===== src/rtl/ssi_pkg.sv =====
package ssi_pkg;
  typedef enum logic [1:0] {
    SRC_PIN = 2'd0,
    SRC_TMR = 2'd1,
    SRC_SW  = 2'd2,
    SRC_OFF = 2'd3
  } clk_src_e;

  localparam logic [1:0] A_DATA = 2'd0;
  localparam logic [1:0] A_CNT  = 2'd1;
  localparam logic [1:0] A_CTRL = 2'd2;

  localparam int B_MODE   = 2;
  localparam int B_IE     = 3;
  localparam int B_FLAG   = 4;
  localparam int B_STROBE = 5;
endpackage


===== src/rtl/ssi_edge_sel.sv =====
module ssi_edge_sel
  import ssi_pkg::*;
#(
  parameter int SYNC = 2
) (
  input  logic     clk,
  input  logic     rst_n,
  input  logic     sck_pin,
  input  clk_src_e src,
  input  logic     tmr_pulse,
  input  logic     sw_strobe,
  input  logic     sck_level,
  output logic     edge_evt,
  output logic     edge_rise,
  output logic     tog_req
);
  localparam int PW = SYNC + 1;

  logic [PW-1:0] pipe;
  logic          pin_lvl, pin_prev;

  always_ff @(posedge clk or negedge rst_n) begin
    if (!rst_n) pipe <= '0;
    else        pipe <= {pipe[PW-2:0], sck_pin};
  end

  assign pin_lvl  = pipe[SYNC-1];
  assign pin_prev = pipe[SYNC];
  assign tog_req  = sw_strobe | ((src == SRC_TMR) & tmr_pulse);

  always_comb begin
    edge_evt  = 1'b0;
    edge_rise = 1'b0;
    case (src)
      SRC_PIN: begin
        edge_evt  = pin_lvl ^ pin_prev;
        edge_rise = pin_lvl;
      end
      SRC_TMR: begin
        edge_evt  = tmr_pulse;
        edge_rise = ~sck_level;
      end
      SRC_SW: begin
        edge_evt  = sw_strobe;
        edge_rise = ~sck_level;
      end
      default: begin
        edge_evt  = 1'b0;
        edge_rise = 1'b0;
      end
    endcase
  end
endmodule


===== src/rtl/ssi_shift.sv =====
module ssi_shift #(
  parameter int DW = 8
) (
  input  logic          clk,
  input  logic          rst_n,
  input  logic          wr,
  input  logic [DW-1:0] wdata,
  input  logic          sample_evt,
  input  logic          shift_evt,
  input  logic          sdi,
  output logic [DW-1:0] q
);
  logic smp;

  function automatic logic [DW-1:0] push_lsb(input logic [DW-1:0] v, input logic b);
    return {v[DW-2:0], b};
  endfunction

  always_ff @(posedge clk or negedge rst_n) begin
    if (!rst_n) begin
      q   <= '0;
      smp <= 1'b0;
    end else begin
      if (sample_evt) smp <= sdi;
      if (wr)             q <= wdata;
      else if (shift_evt) q <= push_lsb(q, smp);
    end
  end
endmodule


===== src/rtl/ssi_count.sv =====
module ssi_count #(
  parameter int CW = 4
) (
  input  logic          clk,
  input  logic          rst_n,
  input  logic          wr,
  input  logic [CW-1:0] wdata,
  input  logic          step,
  input  logic          clr_req,
  output logic [CW-1:0] cnt,
  output logic          flag,
  output logic          wrap_evt
);
  function automatic logic [CW:0] bump(input logic [CW-1:0] v);
    return {1'b0, v} + {{CW{1'b0}}, 1'b1};
  endfunction

  logic [CW:0] nxt;

  assign nxt      = bump(cnt);
  assign wrap_evt = step & ~wr & nxt[CW];

  always_ff @(posedge clk or negedge rst_n) begin
    if (!rst_n) begin
      cnt  <= '0;
      flag <= 1'b0;
    end else begin
      if (wr)        cnt <= wdata;
      else if (step) cnt <= nxt[CW-1:0];
      if (wrap_evt)     flag <= 1'b1;
      else if (clr_req) flag <= 1'b0;
    end
  end
endmodule


===== src/rtl/ssi_port.sv =====
module ssi_port
  import ssi_pkg::*;
#(
  parameter int DW   = 8,
  parameter int CW   = 4,
  parameter int SYNC = 2
) (
  input  logic          clk,
  input  logic          rst_n,
  input  logic [1:0]    bus_addr,
  input  logic          bus_wr,
  input  logic [DW-1:0] bus_wdata,
  output logic [DW-1:0] bus_rdata,
  input  logic          sdi,
  output logic          sdo,
  input  logic          sck_in,
  output logic          sck_out,
  input  logic          tmr_match,
  output logic          ovf_irq
);
  localparam int PAD = DW - CW;

  clk_src_e      src_q;
  logic          mode_q, ie_q, sck_q;
  logic          wr_data, wr_cnt, wr_ctrl, sw_strobe, clr_req;
  logic          edge_evt, edge_rise, tog_req;
  logic          sample_evt, shift_evt, wrap_evt;
  logic [DW-1:0] data_q, ctrl_rd;
  logic [CW-1:0] cnt_q;
  logic          flag_q;

  assign wr_data   = bus_wr & (bus_addr == A_DATA);
  assign wr_cnt    = bus_wr & (bus_addr == A_CNT);
  assign wr_ctrl   = bus_wr & (bus_addr == A_CTRL);
  assign sw_strobe = wr_ctrl & bus_wdata[B_STROBE];
  assign clr_req   = wr_ctrl & bus_wdata[B_FLAG];

  always_ff @(posedge clk or negedge rst_n) begin
    if (!rst_n) begin
      src_q  <= SRC_PIN;
      mode_q <= 1'b0;
      ie_q   <= 1'b0;
      sck_q  <= 1'b0;
    end else begin
      if (wr_ctrl) begin
        src_q  <= clk_src_e'(bus_wdata[1:0]);
        mode_q <= bus_wdata[B_MODE];
        ie_q   <= bus_wdata[B_IE];
      end
      if (tog_req) sck_q <= ~sck_q;
    end
  end

  ssi_edge_sel #(.SYNC(SYNC)) u_edge (
    .clk(clk), .rst_n(rst_n), .sck_pin(sck_in), .src(src_q),
    .tmr_pulse(tmr_match), .sw_strobe(sw_strobe), .sck_level(sck_q),
    .edge_evt(edge_evt), .edge_rise(edge_rise), .tog_req(tog_req)
  );

  assign sample_evt = edge_evt & (edge_rise ^ mode_q);
  assign shift_evt  = edge_evt & ~(edge_rise ^ mode_q);

  ssi_shift #(.DW(DW)) u_shift (
    .clk(clk), .rst_n(rst_n), .wr(wr_data), .wdata(bus_wdata),
    .sample_evt(sample_evt), .shift_evt(shift_evt), .sdi(sdi), .q(data_q)
  );

  ssi_count #(.CW(CW)) u_count (
    .clk(clk), .rst_n(rst_n), .wr(wr_cnt), .wdata(bus_wdata[CW-1:0]),
    .step(edge_evt), .clr_req(clr_req),
    .cnt(cnt_q), .flag(flag_q), .wrap_evt(wrap_evt)
  );

  always_comb begin
    ctrl_rd         = '0;
    ctrl_rd[1:0]    = src_q;
    ctrl_rd[B_MODE] = mode_q;
    ctrl_rd[B_IE]   = ie_q;
    ctrl_rd[B_FLAG] = flag_q;
  end

  always_comb begin
    case (bus_addr)
      A_DATA:  bus_rdata = data_q;
      A_CNT:   bus_rdata = {{PAD{1'b0}}, cnt_q};
      A_CTRL:  bus_rdata = ctrl_rd;
      default: bus_rdata = '0;
    endcase
  end

  assign sdo     = data_q[DW-1];
  assign sck_out = sck_q;
  assign ovf_irq = flag_q & ie_q;
endmodule


===== config.mk =====
export PLATFORM = sky130hd
export DESIGN_NAME = ssi_port
export DESIGN_NICKNAME = d
export VERILOG_FILES = /design/src/rtl/ssi_pkg.sv /design/src/rtl/ssi_edge_sel.sv /design/src/rtl/ssi_shift.sv /design/src/rtl/ssi_count.sv /design/src/rtl/ssi_port.sv
export SDC_FILE = /design/constraint.sdc
export NUM_CORES = 1
export LEC_CHECK = 0
export BUFFER_PORTS_ARGS = -buffer_cell sky130_fd_sc_hd__buf_4
export CAP_MARGIN = 10
export CORE_UTILIZATION = 24
export CTS_CLUSTER_SIZE = 24
export DETAILED_ROUTE_END_ITERATION = 8
export GPL_TIMING_DRIVEN = 1
export PLACE_DENSITY_LB_ADDON = 0.3
export SLEW_MARGIN = 20
export SYNTH_ARGS = -nofsm -noshare
export SYNTH_HDL_FRONTEND = slang
export SYNTH_SLANG_ARGS = --single-unit

===== constraint.sdc =====
create_clock -name clk -period 2.53 [get_ports clk]
set_input_delay 0.253 -clock clk [delete_from_list [all_inputs] [get_ports clk]]
set_output_delay 0.253 -clock clk [all_outputs]
set_load 0.005 [all_outputs]

==> flow_summary.yaml, run 1 <==
flow_run:
  maxCapViolCount: 0
logic_synthesis:
  yosys_warnings: 0
  syn_avg_cell_area_um2: 9.250
  synthCells: 135
  ys_ff_latch: 22
  async_flop_share_pct: 100.0
  synth_seq_area_share_pct: 44.09
  synth_edf_count: 0
  synthFlopType: "dfrtp_1"
  syn_nets: 156
  netlist_area_um2: 1249
  synth.distinct_cells: 28
critical_path:
  timing.rr.end: "u_count.cnt[3]"
  crit_top_cell: "inv_1"
  critPathLaunchType: "flop"
  end_kind: "flop"
  reg2reg_from: "src_q[0]"
  reg2reg_depth: 7
  cp_cell_sequence: "inv_1 > ha_1 > inv_1 > o221a_4 > or2_4 > or3_1 > a31oi_1"
  startpoint: "src_q[0]"
  worst_ep_arrival_time_ns: 2.10
  path_class: "reg2reg"
  crit_fanout: 13
  path_delay_family: "simple AND/OR/NAND/NOR gates"
  cpMaxStageDelayCell: "dfrtp_1"
  worstPathRequired_ns: 2.71
  cp_num_buf_inv: 2
  max_stage_delay_ns: 0.43
  r2r_setup_slack_ns: 0.61
cts:
  cts-buffers-inserted: 3
  cts.clk_slew.worst_paths_ns: 0.08
  post-cts-setup-buffer-count: 0
  cts_htree_levels: 1
  clockBufferDepth: 2
  cts_root_buf: "clkbuf_8"
  clkLatencyLatePin_ns: 0.26
  cts.repair.resized: 0
  cts_tree: "yes"
  clkSinkCount: 22
die:
  die-area_um2: 5495
  ios: 27
  die_h_um: 74.13
  coreArea_um2: 4848
  die_w_um: 74.13
  start_util_pct: 25.75
  row_count: 25
pwr:
  power_density_nw_per_um2: 875.4
  leakagePower_nw: 0.7039
  ir_drop_v: 0.0004382
worst_hold_path:
  whs_endpoint: "u_edge.pipe[0]"
  hold_depth: 1
  hold_class: "in2reg"
  min_from: "sck_in"
global_route:
  grt_max_degree: 23
  grt_pass1_vias: 1012
  grt_antenna_before_repair: 0
  overflow: 0
  grtUsageTotal_pct: 12.11
  grt_pass1_wl_mm: 5.016
detailed_routing:
  drc: 0
  routed_via_density: 4.496
  via_count: 1034
  antenna_left: 0
  routedWlPerCell_um: 12.99
  wirelength_mm: 2.987
  firstDrtPassIters: 4
  dr.first_iter.drc_count: 9
sta:
  finalHoldViolations: 0
  tightest_slew_ns: 0.4817
  fmax_mhz: 520.6
  finClkSkew_ns: 0.007507
  final.setup.worst_slack_ns: 0.6091
  setup_violations: 0
  maxSlewViolCount: 0
  slew_headroom_pct: 67.81
  period_needed_ns: 1.921
  setup_tns_ns: 0
  min_period_over_period_pct: 75.92
  rsz0062_at_grt: "false"
placed_design:
  detailedPlace.worstSlack_ns: 0.6193
  dp_hpwl_mm: 2.248
  place_area_um2: 1518
  dpl.cell_count: 225
  gp_congestion: 0.8689
  place.port_buffers: 26
final_layout:
  fillers: 509
  layout-drive-gt1-share_pct: 24.54
  nets: 185
  design_area_um2: 1583
  n_antenna_cell: 0
  fin_cells: 230
  area_delta_synth_final_pct: 26.75
outcome:
  status: "completed"
-- cell type report --
| cell class | count | area [um2] | share of cell area, % |
|---|---|---|---|
| clock buffer | 4 | 55.05 | 3.478 |
| timing repair buffer | 30 | 227.7 | 14.39 |
| tap | 67 | 83.83 | 5.296 |
| inverter | 4 | 15.01 | 0.9486 |
| multi-input combinational | 103 | 650.6 | 41.11 |
| sequential | 22 | 550.5 | 34.78 |
-- state kept, by name, summed over array words and instances, names as in the netlist, 2 cells and up --
signal	cells
u_shift.q	8
src_q	2
u_edge.pipe	3
u_count.cnt	4
-- cell usage after synthesis (2+ instances only) --
cell | n | share of area (%)
dfrtp_1 | 22 | 44
o21ai_0 | 16 | 6.4
nand3_1 | 15 | 6.0
nand2_1 | 14 | 4.2
nor2_1 | 13 | 3.9
a31oi_1 | 8 | 4.0
ha_1 | 5 | 5.0
mux2i_1 | 5 | 4.0
xnor2_1 | 5 | 3.5
and2_1 | 4 | 2.0
inv_1 | 4 | 1.2
clkbuf_1 | 3 | 0.90
mux2_2 | 3 | 2.7
a21oi_1 | 2 | 0.80
buf_2 | 2 | 0.80
nand4_1 | 2 | 1.0
-- cell usage in the layout, fill, tap and decap left out, types with 2 or more instances in the layout --
cell	n
buf_4	29
dfrtp_1	22
o21ai_0	16
nand3_1	15
nand2_1	14
nor2_1	13
a31oi_1	8
mux2i_1	5
xnor2_1	5
ha_1	5
and2_1	4
inv_1	4
clkbuf_8	4
mux2_2	3
a21oi_1	2
nand4_1	2
-- metal layers --
layer / share of wire (%) / up-vias / track usage, %
met5: 0 / - / 0
met4: 0.47 / 0 / 0.4274
met3: 3.4 / 3 / 3.659
met2: 50 / 17 / 20.10
met1: 46 / 488 / 16.41
li1: - / 526 / -
-- worst max-delay path by stage --
stage / endpoint / slack (ns) / cells past startpoint
2_1_floorplan: u_count.cnt[3] / 0.79 / 7
3_3_place_gp: u_count.cnt[3] / 0.68 / 7
3_5_place_dp: u_count.cnt[3] / 0.62 / 7
4_1_cts: u_count.cnt[3] / 0.61 / 7
5_1_grt: u_count.cnt[3] / 0.49 / 7
6_report: u_count.cnt[3] / 0.61 / 7
-- where the power goes --
part,internal [mW],switching [mW]
clock,0.139,0.112
sequential,0.483,0.122
combinational,0.274,0.256
total,0.895,0.490
-- logic make-up after synthesis --
family / count (synthesis) / synth area share [%]
AOI/OAI and AO/OA: 29 / 14.13
xor gates and xnor gates: 6 / 4.208
muxes: 8 / 6.713
DFF: 22 / 44.09
buffers and inverters: 10 / 3.807
adders and majority gates: 5 / 5.010
and+or+nand+nor: 55 / 22.05
-- per-stage QoR --
step,power (mW),util (%),hold slack (ns)
2_1_floorplan,0.9046,-,-0.04259
3_3_place_gp,1.140,31.30,0.1621
3_5_place_dp,1.145,31.30,0.1668
4_1_cts,1.402,32.65,0.09439
5_1_grt,1.505,32.65,0.08436
6_report,1.386,32.65,0.1001
-- what timing repair did --
item,4_1_cts,5_1_grt
hold buffers,1,0
endpoints found under the setup margin,0,0
endpoints found under the hold margin,22,0
Note: power is estimated with default switching activity, not from simulation.
==> run 2, diff against run 1 <==
Clock period 2.53 ns to 1.9 ns, I/O delays scaled along.
==> flow_summary.yaml, run 2 (synthesized netlist as in run 1, its figures left out) <==
sta:
  min_period_over_period_pct: 96.10
  maxSlewViolCount: 0
  rsz0062_at_grt: "false"
  fmax_mhz: 547.7
  slew_headroom_pct: 67.91
  finClkSkew_ns: 0.003184
  finalHoldViolations: 0
  period_needed_ns: 1.826
  setup_violations: 0
  setup_tns_ns: 0
  tightest_slew_ns: 0.4801
  final.setup.worst_slack_ns: 0.07415
final_layout:
  fin_cells: 232
  area_delta_synth_final_pct: 29.06
  fillers: 522
  mostFrequentLayoutCell: "buf_4"
  multiInputGateArea_um2: 664.4
  nets: 187
  top_register: "u_shift.q"
  layout-drive-gt1-share_pct: 27.88
  top_regs: "u_shift.q: 8 flops, u_count.cnt: 4 flops, u_edge.pipe: 3 flops"
  seq_area_um2: 550.5
  design_area_um2: 1612
  largest_reg_flops: 8
  final_cell_mix: "buf_4, dfrtp_1, nand3_1"
  n_antenna_cell: 0
global_route:
  overflow: 0
  grt_pass1_wl_mm: 4.864
  grt_pass1_vias: 994
  grtUsageTotal_pct: 11.84
  grt_max_degree: 23
  grt_antenna_before_repair: 0
critical_path:
  end_kind: "flop"
  worst_ep_arrival_time_ns: 2.01
  cpMaxStageDelayCell: "dfrtp_1"
  path_class: "reg2reg"
  cp_num_buf_inv: 2
  cp_cell_sequence: "inv_1 > ha_2 > inv_1 > o221a_4 > or2_4 > or3_1 > a31oi_1"
  worstPathRequired_ns: 2.09
  path_delay_family: "simple AND/OR/NAND/NOR gates"
  crit_fanout: 9
  critPathLaunchType: "flop"
  path_depth: 7
  max_stage_delay_ns: 0.39
  reg2reg_depth: 7
  crit_top_cell: "inv_1"
placed_design:
  place_area_um2: 1518
  dpl.cell_count: 225
  dp_hpwl_mm: 2.298
  gp_congestion: 0.9540
  detailedPlace.worstSlack_ns: -0.03723
  place.port_buffers: 26
die:
  ios: 27
  row_count: 25
  start_util_pct: 25.75
  die-area_um2: 5495
  die_w_um: 74.13
  die_h_um: 74.13
  coreArea_um2: 4848
worst_hold_path:
  hold_depth: 1
  hold_class: "in2reg"
detailed_routing:
  wirelength_mm: 3.016
  antenna_left: 0
  drc: 0
  via_count: 1052
  dr.first_iter.drc_count: 38
  firstDrtPassIters: 4
  routed_via_density: 4.534
  routedWlPerCell_um: 13.00
pwr:
  ir_drop_v: 0.0005157
  power.total_mw: 1.879
  power_density_nw_per_um2: 1166
  leakagePower_nw: 0.7153
cts:
  clkLatencyLatePin_ns: 0.26
  cts-buffers-inserted: 3
  clockBufferDepth: 2
  cts_tree: "yes"
  cts_root_buf: "clkbuf_8"
  clkSinkCount: 22
  cts.clk_slew.worst_paths_ns: 0.08
  cts_htree_levels: 1
outcome:
  status: "completed"
flow_run:
  maxCapViolCount: 0
## run 2: changes by cell type in the layout (fill, tap and decap cells not counted), sizes merged
| cell | before | now |
|---|---|---|
| buf | 29 | 31 |
## run 2: routing by layer
layer	wire length [um]	GRT usage, %
met5	0	0
met4	7	1.923
met3	77	2.981
met2	1492	20.71
met1	1438	14.92
## run 2: cell type report
class                           count  area share, %
Multi-Input combinational cell    103          41.23
Inverter                            4         0.9317
Tap cell                           67          5.202
Sequential cell                    22          34.16
Timing Repair Buffer               32          15.06
Clock buffer                        4          3.416
## run 2: per-stage QoR
step                hold slack [ns]  utilization, %
CTS                         0.02568           32.95
global placement             0.1016           31.30
floorplan                   -0.1056               -
global route                0.01891           33.24
finish                      0.03079           33.24
detailed placement           0.1022           31.30
## run 2: worst reg2reg max path, stage by stage, from the launching register on
cell	delay, ns
dfrtp_1	0.39
inv_1	0.08
ha_2	0.18
inv_1	0.05
o221a_4	0.28
or2_4	0.29
or3_1	0.35
a31oi_1	0.13
## run 2: final timing paths
check / startpoint / end / slack [ns]
setup / recovery: src_q[1] / u_count.cnt[3] / 0.07
hold / removal: sck_in / u_edge.pipe[0] / 0.03
setup reg to reg: src_q[1] / u_count.cnt[3] / 0.07
hold reg to reg: u_edge.pipe[0] / u_edge.pipe[1] / 0.35
max in group asynchronous: rst_n / ie_q / 1.33
min in group asynchronous: rst_n / src_q[0] / 0.35
## run 2: report_power, final
part | total, mW | internal [mW] | switching, mW
clock | 0.336 | 0.185 | 0.151
sequential | 0.800 | 0.643 | 0.158
combinational | 0.742 | 0.382 | 0.360
total | 1.88 | 1.21 | 0.669
## run 2: repair_timing
item	in CTS	in global routing
resized for setup	1	7
hold buffers	1	0
setup endpoints to repair	8	4
buffers inserted	1	1
gates cloned	0	0
pin swaps	0	2
hold endpoints to repair	22	0
==> run 3, diff against run 2 <==
Clock period 1.9 ns to 2.06 ns, I/O delays scaled along.
==> flow_summary.yaml, run 3 (synthesized netlist as in run 1, its figures left out) <==
critical_path:
  crit_top_cell: "inv_1"
  cp_cell_sequence: "inv_1 > ha_1 > inv_1 > o221a_4 > or2_4 > or3_1 > a31oi_1"
  max_stage_delay_ns: 0.43
  cp_num_buf_inv: 2
  path_delay_family: "simple AND/OR/NAND/NOR gates"
  end_kind: "flop"
  path_class: "reg2reg"
  cpMaxStageDelayCell: "dfrtp_1"
  worstPathRequired_ns: 2.24
  worst_ep_arrival_time_ns: 2.10
  crit_fanout: 13
  critPathLaunchType: "flop"
placed_design:
  dpl.cell_count: 224
  place_area_um2: 1510
  gp_congestion: 0.9717
  dp_hpwl_mm: 2.297
  place.port_buffers: 26
pwr:
  ir_drop_v: 0.0003544
  leakagePower_nw: 0.6971
  power_density_nw_per_um2: 1052
worst_hold_path:
  hold_class: "in2reg"
final_layout:
  largest_reg_flops: 8
  fin_cells: 228
  layout-drive-gt1-share_pct: 24.22
  n_antenna_cell: 0
  nets: 184
  mostFrequentLayoutCell: "buf_4"
  final_cell_mix: "buf_4, dfrtp_1, o21ai_0"
  design_area_um2: 1569
  area_delta_synth_final_pct: 25.65
  top_regs: "u_shift.q: 8 flops, u_count.cnt: 4 flops, u_edge.pipe: 3 flops"
  top_register: "u_shift.q"
sta:
  setup_tns_ns: 0
  maxSlewViolCount: 0
  fmax_mhz: 520.0
  slew_headroom_pct: 68.03
  finClkSkew_ns: 0.001958
  tightest_slew_ns: 0.4783
  period_needed_ns: 1.923
  min_period_over_period_pct: 93.35
  setup_violations: 0
  finalHoldViolations: 0
  rsz0062_at_grt: "false"
die:
  die-area_um2: 5495
  die_h_um: 74.13
  row_count: 25
  ios: 27
  coreArea_um2: 4848
  start_util_pct: 25.75
  die_w_um: 74.13
cts:
  clkSinkCount: 22
  cts_htree_levels: 1
  cts_tree: "yes"
  post-cts-setup-buffer-count: 0
  cts_root_buf: "clkbuf_8"
  clockBufferDepth: 2
  clkLatencyLatePin_ns: 0.25
  cts.clk_slew.worst_paths_ns: 0.08
  cts-buffers-inserted: 3
detailed_routing:
  drc: 0
  via_count: 1043
  routed_via_density: 4.575
  firstDrtPassIters: 4
  routedWlPerCell_um: 13.11
  antenna_left: 0
  wirelength_mm: 2.989
  dr.first_iter.drc_count: 29
global_route:
  grt_max_degree: 23
  grt_pass1_wl_mm: 4.850
  grt_pass1_vias: 1023
  grtUsageTotal_pct: 11.58
  grt_antenna_before_repair: 0
  overflow: 0
outcome:
  status: "completed"
flow_run:
  maxCapViolCount: 0
run 3: routing by layer:
layer,vias up,share of wire (%),GRT usage (%)
li1,522,-,-
met5,-,0,0
met1,492,47,15.27
met4,0,0.70,2.991
met2,25,49,20.10
met3,4,3.9,1.355
run 3: worst paths after layout:
| check | depth (start not counted) | slack, ns | from | end |
|---|---|---|---|---|
| max | 7 | 0.14 | src_q[0] | u_count.cnt[3] |
| min | 1 | 0.05 | sck_in | u_edge.pipe[0] |
| max reg2reg | 7 | 0.14 | src_q[0] | u_count.cnt[3] |
| min reg2reg | 0 | 0.35 | u_edge.pipe[0] | u_edge.pipe[1] |
| max in group asynchronous | 2 | 1.47 | rst_n | u_count.cnt[0] |
| min in group asynchronous | 2 | 0.37 | rst_n | mode_q |
run 3: repair_timing:
action,CTS,global route
endpoints found under the hold margin,22,0
endpoints found under the setup margin,0,8
gates resized for setup,0,1
hold buffers,1,0
run 3: per-stage QoR:
| step | hold WS (ns) | setup WS (ns) | utilization [%] | power [mW] |
|---|---|---|---|---|
| after floorplan | -0.08959 | 0.3195 | - | 1.111 |
| after global placement | 0.1133 | 0.1698 | 31.15 | 1.382 |
| after detailed placement | 0.1162 | 0.1261 | 31.15 | 1.387 |
| after CTS | 0.04670 | 0.1109 | 32.21 | 1.652 |
| after global routing | 0.04479 | 0.09006 | 32.36 | 1.780 |
| final | 0.05462 | 0.1370 | 32.36 | 1.650 |
run 3: where the power goes:
group          internal, mW  switching, mW  total, mW
combinational         0.330          0.313      0.643
sequential            0.593          0.155      0.747
clock                 0.130          0.130      0.260
run 3: cell type report:
class	instances	area, um2
Clock buffer	3	41.29
Fill cell	516	3279
Inverter	4	15.01
Multi-Input combinational cell	103	658.1
Sequential cell	22	550.5
Tap cell	67	83.83
Timing Repair Buffer	29	220.2
